--- src/rtl/imo_pkg.sv ---
package imo_pkg;
    localparam int OFS_INTR   = 5;
    localparam int OFS_INPORT = 13;
    localparam int OFS_OSET   = 14;
    localparam int OFS_OCLR   = 15;
    localparam int NIBBLE     = 4;

    typedef enum logic [0:0] {
        IRQ_QUIET  = 1'b0,
        IRQ_RAISED = 1'b1
    } irq_state_e;
endpackage

--- src/rtl/imo_status_map.sv ---
module imo_status_map #(
    parameter int NCH = 2,
    parameter int DW  = 8
) (
    input  logic [NCH-1:0] tx_rdy,
    input  logic [NCH-1:0] rx_rdy,
    output logic [DW-1:0]  status
);
    import imo_pkg::*;

    localparam int USED = NCH * NIBBLE;

    initial begin
        if (USED > DW) $error("status byte too narrow for channel count");
    end

    // Each channel owns one nibble: bit 0 transmit, bit 1 receive.
    always_comb begin
        status = '0;
        for (int ch = 0; ch < NCH; ch++) begin
            status[ch*NIBBLE]     = tx_rdy[ch];
            status[ch*NIBBLE + 1] = rx_rdy[ch];
        end
    end
endmodule

--- src/rtl/imo_irq_ctrl.sv ---
module imo_irq_ctrl #(
    parameter int DW     = 8,
    parameter int ADDR_W = 4
) (
    input  logic              clk,
    input  logic              rst_n,
    input  logic              wr_en,
    input  logic [ADDR_W-1:0] addr,
    input  logic [DW-1:0]     wdata,
    input  logic [DW-1:0]     status,
    output logic              irq_n
);
    import imo_pkg::*;

    localparam logic [ADDR_W-1:0] A_MASK = ADDR_W'(OFS_INTR);

    logic [DW-1:0] mask_q;
    logic          any_hit;
    irq_state_e    state_q, state_d;

    always_ff @(posedge clk or negedge rst_n) begin
        if (!rst_n)                          mask_q <= '0;
        else if (wr_en && addr == A_MASK)    mask_q <= wdata;
    end

    assign any_hit = |(status & mask_q);

    always_ff @(posedge clk or negedge rst_n) begin
        if (!rst_n) state_q <= IRQ_QUIET;
        else        state_q <= state_d;
    end

    always_comb begin
        state_d = state_q;
        unique case (state_q)
            IRQ_QUIET:  if (any_hit)  state_d = IRQ_RAISED; // RAISE
            IRQ_RAISED: if (!any_hit) state_d = IRQ_QUIET;  // DROP
            default:                  state_d = IRQ_QUIET;
        endcase
    end

    always_comb begin
        unique case (state_q)
            IRQ_RAISED: irq_n = 1'b0;
            default:    irq_n = 1'b1;
        endcase
    end
endmodule

--- src/rtl/imo_out_port.sv ---
module imo_out_port #(
    parameter int DW     = 8,
    parameter int ADDR_W = 4
) (
    input  logic              clk,
    input  logic              rst_n,
    input  logic              wr_en,
    input  logic [ADDR_W-1:0] addr,
    input  logic [DW-1:0]     wdata,
    input  logic [DW-1:0]     status,
    output logic [DW-1:0]     port_q,
    output logic [DW-1:0]     out_pins
);
    import imo_pkg::*;

    localparam logic [ADDR_W-1:0] A_SET = ADDR_W'(OFS_OSET);
    localparam logic [ADDR_W-1:0] A_CLR = ADDR_W'(OFS_OCLR);
    localparam logic [ADDR_W-1:0] A_CFG = ADDR_W'(OFS_INPORT);

    logic [DW-1:0] route_q;

    // Set and clear strobes: a 1 in wdata acts, a 0 leaves the bit alone.
    always_ff @(posedge clk or negedge rst_n) begin
        if (!rst_n) begin
            port_q <= '0;
        end else if (wr_en) begin
            if (addr == A_SET)      port_q <= port_q | wdata;
            else if (addr == A_CLR) port_q <= port_q & ~wdata;
        end
    end

    always_ff @(posedge clk or negedge rst_n) begin
        if (!rst_n)                       route_q <= '0;
        else if (wr_en && addr == A_CFG)  route_q <= wdata;
    end

    for (genvar k = 0; k < DW; k++) begin : g_pin
        assign out_pins[k] = route_q[k] ? ~status[k] : ~port_q[k];
    end
endmodule

--- src/rtl/imo_read_mux.sv ---
module imo_read_mux #(
    parameter int DW     = 8,
    parameter int ADDR_W = 4
) (
    input  logic              clk,
    input  logic              rst_n,
    input  logic              rd_en,
    input  logic [ADDR_W-1:0] addr,
    input  logic [DW-1:0]     status,
    input  logic [DW-1:0]     in_pins,
    output logic [DW-1:0]     rdata
);
    import imo_pkg::*;

    localparam logic [ADDR_W-1:0] A_STAT = ADDR_W'(OFS_INTR);
    localparam logic [ADDR_W-1:0] A_INP  = ADDR_W'(OFS_INPORT);

    logic [DW-1:0] sel;

    always_comb begin
        sel = '0;
        if (addr == A_STAT)     sel = status;
        else if (addr == A_INP) sel = ~in_pins;
    end

    always_ff @(posedge clk or negedge rst_n) begin
        if (!rst_n)     rdata <= '0;
        else if (rd_en) rdata <= sel;
    end
endmodule

--- src/rtl/imo_unit.sv ---
module imo_unit #(
    parameter int NCH    = 2,
    parameter int DW     = 8,
    parameter int ADDR_W = 4
) (
    input  logic              clk,
    input  logic              rst_n,
    input  logic              wr_en,
    input  logic              rd_en,
    input  logic [ADDR_W-1:0] addr,
    input  logic [DW-1:0]     wdata,
    output logic [DW-1:0]     rdata,
    input  logic [NCH-1:0]    tx_rdy,
    input  logic [NCH-1:0]    rx_rdy,
    input  logic [DW-1:0]     in_pins,
    output logic [DW-1:0]     out_pins,
    output logic              irq_n
);
    logic [DW-1:0] status;
    logic [DW-1:0] port_q;

    imo_status_map #(.NCH(NCH), .DW(DW)) u_map (
        .tx_rdy (tx_rdy),
        .rx_rdy (rx_rdy),
        .status (status)
    );

    imo_irq_ctrl #(.DW(DW), .ADDR_W(ADDR_W)) u_irq (
        .clk    (clk),
        .rst_n  (rst_n),
        .wr_en  (wr_en),
        .addr   (addr),
        .wdata  (wdata),
        .status (status),
        .irq_n  (irq_n)
    );

    imo_out_port #(.DW(DW), .ADDR_W(ADDR_W)) u_out (
        .clk      (clk),
        .rst_n    (rst_n),
        .wr_en    (wr_en),
        .addr     (addr),
        .wdata    (wdata),
        .status   (status),
        .port_q   (port_q),
        .out_pins (out_pins)
    );

    imo_read_mux #(.DW(DW), .ADDR_W(ADDR_W)) u_rd (
        .clk     (clk),
        .rst_n   (rst_n),
        .rd_en   (rd_en),
        .addr    (addr),
        .status  (status),
        .in_pins (in_pins),
        .rdata   (rdata)
    );
endmodule

--- config.mk ---
export PLATFORM = sky130hd
export DESIGN_NAME = imo_unit
export DESIGN_NICKNAME = d
export VERILOG_FILES = /design/src/rtl/imo_pkg.sv /design/src/rtl/imo_status_map.sv /design/src/rtl/imo_irq_ctrl.sv /design/src/rtl/imo_out_port.sv /design/src/rtl/imo_read_mux.sv /design/src/rtl/imo_unit.sv
export SDC_FILE = /design/constraint.sdc
export NUM_CORES = 1
export LEC_CHECK = 0
export ABC_AREA = 1
export ABC_CLOCK_PERIOD_IN_PS = 900
export CORE_UTILIZATION = 30
export DETAILED_ROUTE_END_ITERATION = 10
export GPL_ROUTABILITY_DRIVEN = 0
export PLACE_DENSITY = 0.55
export SKIP_LAST_GASP = 1
export SYNTH_ARGS = -nofsm -noshare
export SYNTH_HDL_FRONTEND = slang
export SYNTH_SLANG_ARGS = --single-unit
--- constraint.sdc ---
create_clock -name clk -period 0.9 [get_ports clk]
set_input_delay 0.18 -clock clk [delete_from_list [all_inputs] [get_ports clk]]
set_output_delay 0.18 -clock clk [all_outputs]
set_load 0.01 [all_outputs]
# [Word level (Yosys, flattened, before mapping)]
# Index checks and enable logic that the tools add are counted.
[op_classes] n_eq_ne=4 mul=0 div_mod_pow=0 bitwise_logic=17 shifts=0 n_mux=14 n_addsub=0 n_reduce_logical=5 order_cmp=0
[op_table] cell="two-way mux 8 bit" count=4
[op_table] cell="NOT 8 bit" count=2
[op_table] cell="== test 4 bit (second input constant)" count=3
[op_table] cell="NOT 1 bit" count=12
[op_table] cell="two-way mux 1 bit" count=10
[op_table] cell="bitwise AND 6 x 8 -> 8 bit" count=1
[op_table] cell="bitwise AND 8 bit" count=1
[op_table] cell="bitwise OR 8 bit" count=1
[op_table] cell="OR reduction 8 bit" count=1
[op_table] cell="== test 4 x 3 -> 1 bit (second input constant)" count=1
[op_table] cell="logical AND 1 bit" count=2
[op_table] cell="AND reduction 2 bit" count=1
[op_table] cell="nonzero test 2 bit" count=1
[totals] mem_count=0 ram_bits=0 input_bits=28 latchBits=0 regBits=33 elab_cells=45 mem_bits_ro=0

# [Longest topological paths before layout]
[depth] depth_word=4 mapped_depth=6 ltp_nobuf=6

# [Modules after synthesis]
# Synthesis repeated with hierarchy kept, for this count alone.
[unflattened] cells_unflattened=232 area_unflattened_um2=1765.4
[by_module_without_submodules] mod="imo_out_port" cells_each=91 instances=1 area_each_um2=779.5 seq_area_each_um2=400.4
[by_module_without_submodules] mod="imo_read_mux" cells_each=73 instances=1 area_each_um2=489.2 seq_area_each_um2=200.2
[by_module_without_submodules] mod="imo_irq_ctrl" cells_each=59 instances=1 area_each_um2=432.9 seq_area_each_um2=225.2
[by_module_without_submodules] mod="imo_status_map" cells_each=9 instances=1 area_each_um2=63.8 seq_area_each_um2=0.0

# [Worst setup path before layout]
# Ideal clock, no wire load.
[synth_timing] path_type="input port to flip-flop" from="in rd_en" to="reg u_rd.rdata[6]" stages=5 setup_ps=76 setup_slack_ps=82 required_time_ps=824 t_arrival_ps=741 cell_sequence="buf_6 -> inv_2 -> buf_6 -> or2_1 -> o21ai_1"
[synth_rtl] item="from (decl)" line_no="imo_unit.sv:9" source="input logic rd_en,"
[synth_rtl] item="to (signal assigned)" line_no="imo_read_mux.sv:28" source="else if (rd_en) rdata <= sel;"
[synth_rtl] item="to (decl)" line_no="imo_read_mux.sv:11" source="output logic [DW-1:0] rdata"

# [Worst setup path in the final report]
[layout_timing] from="reg u_out.route_q[0]" to="out out_pins[0]"
[layout_via] elab_chain_len=1
[layout_lines] item="from (decl)" line_no="imo_out_port.sv:20" source="logic [DW-1:0] route_q;"
[layout_lines] item="from (signal assigned)" line_no="imo_out_port.sv:34" source="else if (wr_en && addr == A_CFG) route_q <= wdata;"
[layout_lines] item="two-way mux 1 bit" line_no="imo_out_port.sv:38" source="assign out_pins[k] = route_q[k] ? ~status[k] : ~port_q[k];"
[layout_lines] item="to (decl)" line_no="imo_unit.sv:16" source="output logic [DW-1:0] out_pins,"
# Every way passes these cells.

==> run metrics <==
synth-to-layout area growth 60.1%; Critical Path Sink Type output pin; Worst Tran Pin Value 172 ps; final core occ 50.0%; reg2reg path depth 4; outcome finished, violations left; slowest CP cell dfrtp_1; Max Root-Sink Buffers 2; GR Util met2 22.8%; Mapped Cells 169; final worst setup slack -267 ps; syn avg cell area 8.10 sq um; CP max FO 2; pre-CTS setup slack -646 ps; Post-Synth Simple-Gate Area 32.5%; post-route ant nets 0; final period utilization 130%; Adder-Cell Fraction of Synth Area 0%; most frequent cells in the layout nand2_1, buf_4, dfrtp_1; drt drc 0; routed length per instance 11.2 um; VDD IR max 0.659 mV; met1 Use GR 21.5%; Die Height 69.5 um; mux contribution to synthesized area 2.93%; ANT cells 0; antenna violations before repair 0; Leak 0.00115 uW; crit path DAT 990 ps; final wirelength 3430 um; syn_nets 197; latest clock arrival within the worst-skew pair 280 ps; Synth Area in Compound Gates 4.02%; post-synthesis cell area 0.00137 sq mm; Die Wd 69.5 um; Detail Placement HPWL 2450 um; clk sinks 29; HP Class primary input to asynchronous set/reset pin; Starting Density 31.2%; initial DRC count 55; post-layout minimum cycle time 1170 ps; root buf cell clkbuf_8; GR Util met3 5.67%; Yosys top cell by area dfrtp_1; routed vias 1355; GRT busiest layer met2; Setup Skew 5.50 ps; top cells by area, synth dfrtp_1, nand2_1, nand3_1, inv_1, mux2i_1; Worst EP required 720 ps; unrepaired setup endpoints after global routing yes; Yosys warning total 0; Synth top area share 53.0%; CTS clk-pin slew, worst paths 60 ps; Critical Path Start Type flop; post-DR vias/cell 4.43; Final setup viols 17; final net count 281; Final Slew Violations 0; vias in the first global route 1251; XOR/XNOR Fraction of Synth Area 0%; TritonCTS clock tree yes; total CTS buffers 5; worst rel slew slack 88.6%; main combinational cell family by area after synthesis simple AND/OR/NAND/NOR gates; fmax 857 MHz; slowest cell delay on critical path 360 ps; die area 0.00484 sq mm; Crit Path Class flop to output pin; post-synth cell types 18; failing checks setup timing; total track usage 15.9%; sequential fraction of the synthesis area 53.0%; Cells after DPL 288; H-Tree Depth 2; proportion of layout cells with a drive suffix above 1 29.5%; cts hold-fix bufs 0; Top-Level Pins 45; reg-to-reg startpoint u_rd.rdata[7]; IO buf count 44; R2R setup slack 80 ps; global-route wire length before repair 5830 um; Rows 24; total gr overflow 0; core area 0.00438 sq mm; pwr dens 1480 mW/mm^2; Pre-Repair DR Iteration Count 4; Worst R2R End u_rd.rdata[7]; most common cell after layout, fill and taps aside nand2_1; Finished Layout Cells 306; CP Cell Sequence mux2i_1 -> buf_2; count of state elements after synthesis 29; max cap viols 0; Fin. Hold Viols 0; largest net degree at the start of global routing 30
==> through the flow <==
stage	instance area, sq um	power, uW	TNS [ps]	hold slack [ps]
floorplan	1370	1830	0	-116
CTS	2110	3260	-2510	261
detailed placement	2050	2260	-18150	460
global route	2190	3420	-2980	279
finish	2190	3240	-2280	258
global placement	2050	2250	-18120	458
==> timing repair <==
item,CTS,global route
endpoints found under the hold margin,0,0
pin swaps,4,7
setup buffers,5,5
gates cloned,0,0
endpoints found under the setup margin,45,38
resized for setup,81,16
==> Yosys cell counts (all sizes together) <==
cell type	number
nand2	73
dfrtp	29
nand3	21
inv	18
o21ai	11
nor2	5
buf	4
mux2i	4
or2	3
nand4	1
==> worst max-delay path, delay by kind of cell (launching register included) <==
kind | cells | cell delay (ps)
mux | 1 | 190
flops | 1 | 360
buf+inv | 1 | 160
==> routing by layer <==
| metal | up-vias | routed length [um] |
|---|---|---|
| met5 | - | 0 |
| met4 | 0 | 60 |
| met3 | 7 | 230 |
| met2 | 40 | 1480 |
| met1 | 614 | 1660 |
| li1 | 694 | - |
==> cells by family (layout without fill, tap and decap cells) <==
family | count (synthesis) | count (layout)
AND/OR/NAND/NOR | 103 | 103
flip-flops | 29 | 29
buffers and inverters | 22 | 107
AO/OA/AOI/OAI | 11 | 11
multiplexers | 4 | 4
==> worst max-delay path by stage <==
stage,start,endpoint,slack [ps],cells after the start
2_1_floorplan,rd_en,u_rd.rdata[6],80,5
3_3_place_gp,rx_rdy[1],out_pins[5],-680,3
3_5_place_dp,rx_rdy[1],out_pins[5],-650,3
4_1_cts,u_out.route_q[0],out_pins[0],-290,2
5_1_grt,u_out.route_q[5],out_pins[5],-350,2
6_report,u_out.route_q[0],out_pins[0],-270,2
==> layout make-up <==
class / count / area, sq um
Fill cell: 445 / 2190
Sequential cell: 29 / 726
Timing Repair Buffer: 81 / 683
Multi-Input combinational cell: 118 / 571
Clock buffer: 8 / 80.1
Inverter: 18 / 67.6
Tap cell: 52 / 65.1
==> power breakdown <==
group | internal, uW | switching (uW) | total [uW]
Clock | 548 | 484 | 1030
Combinational | 369 | 303 | 672
Sequential | 1460 | 82.0 | 1540
No activity file was read; power rests on OpenSTA's default activity.
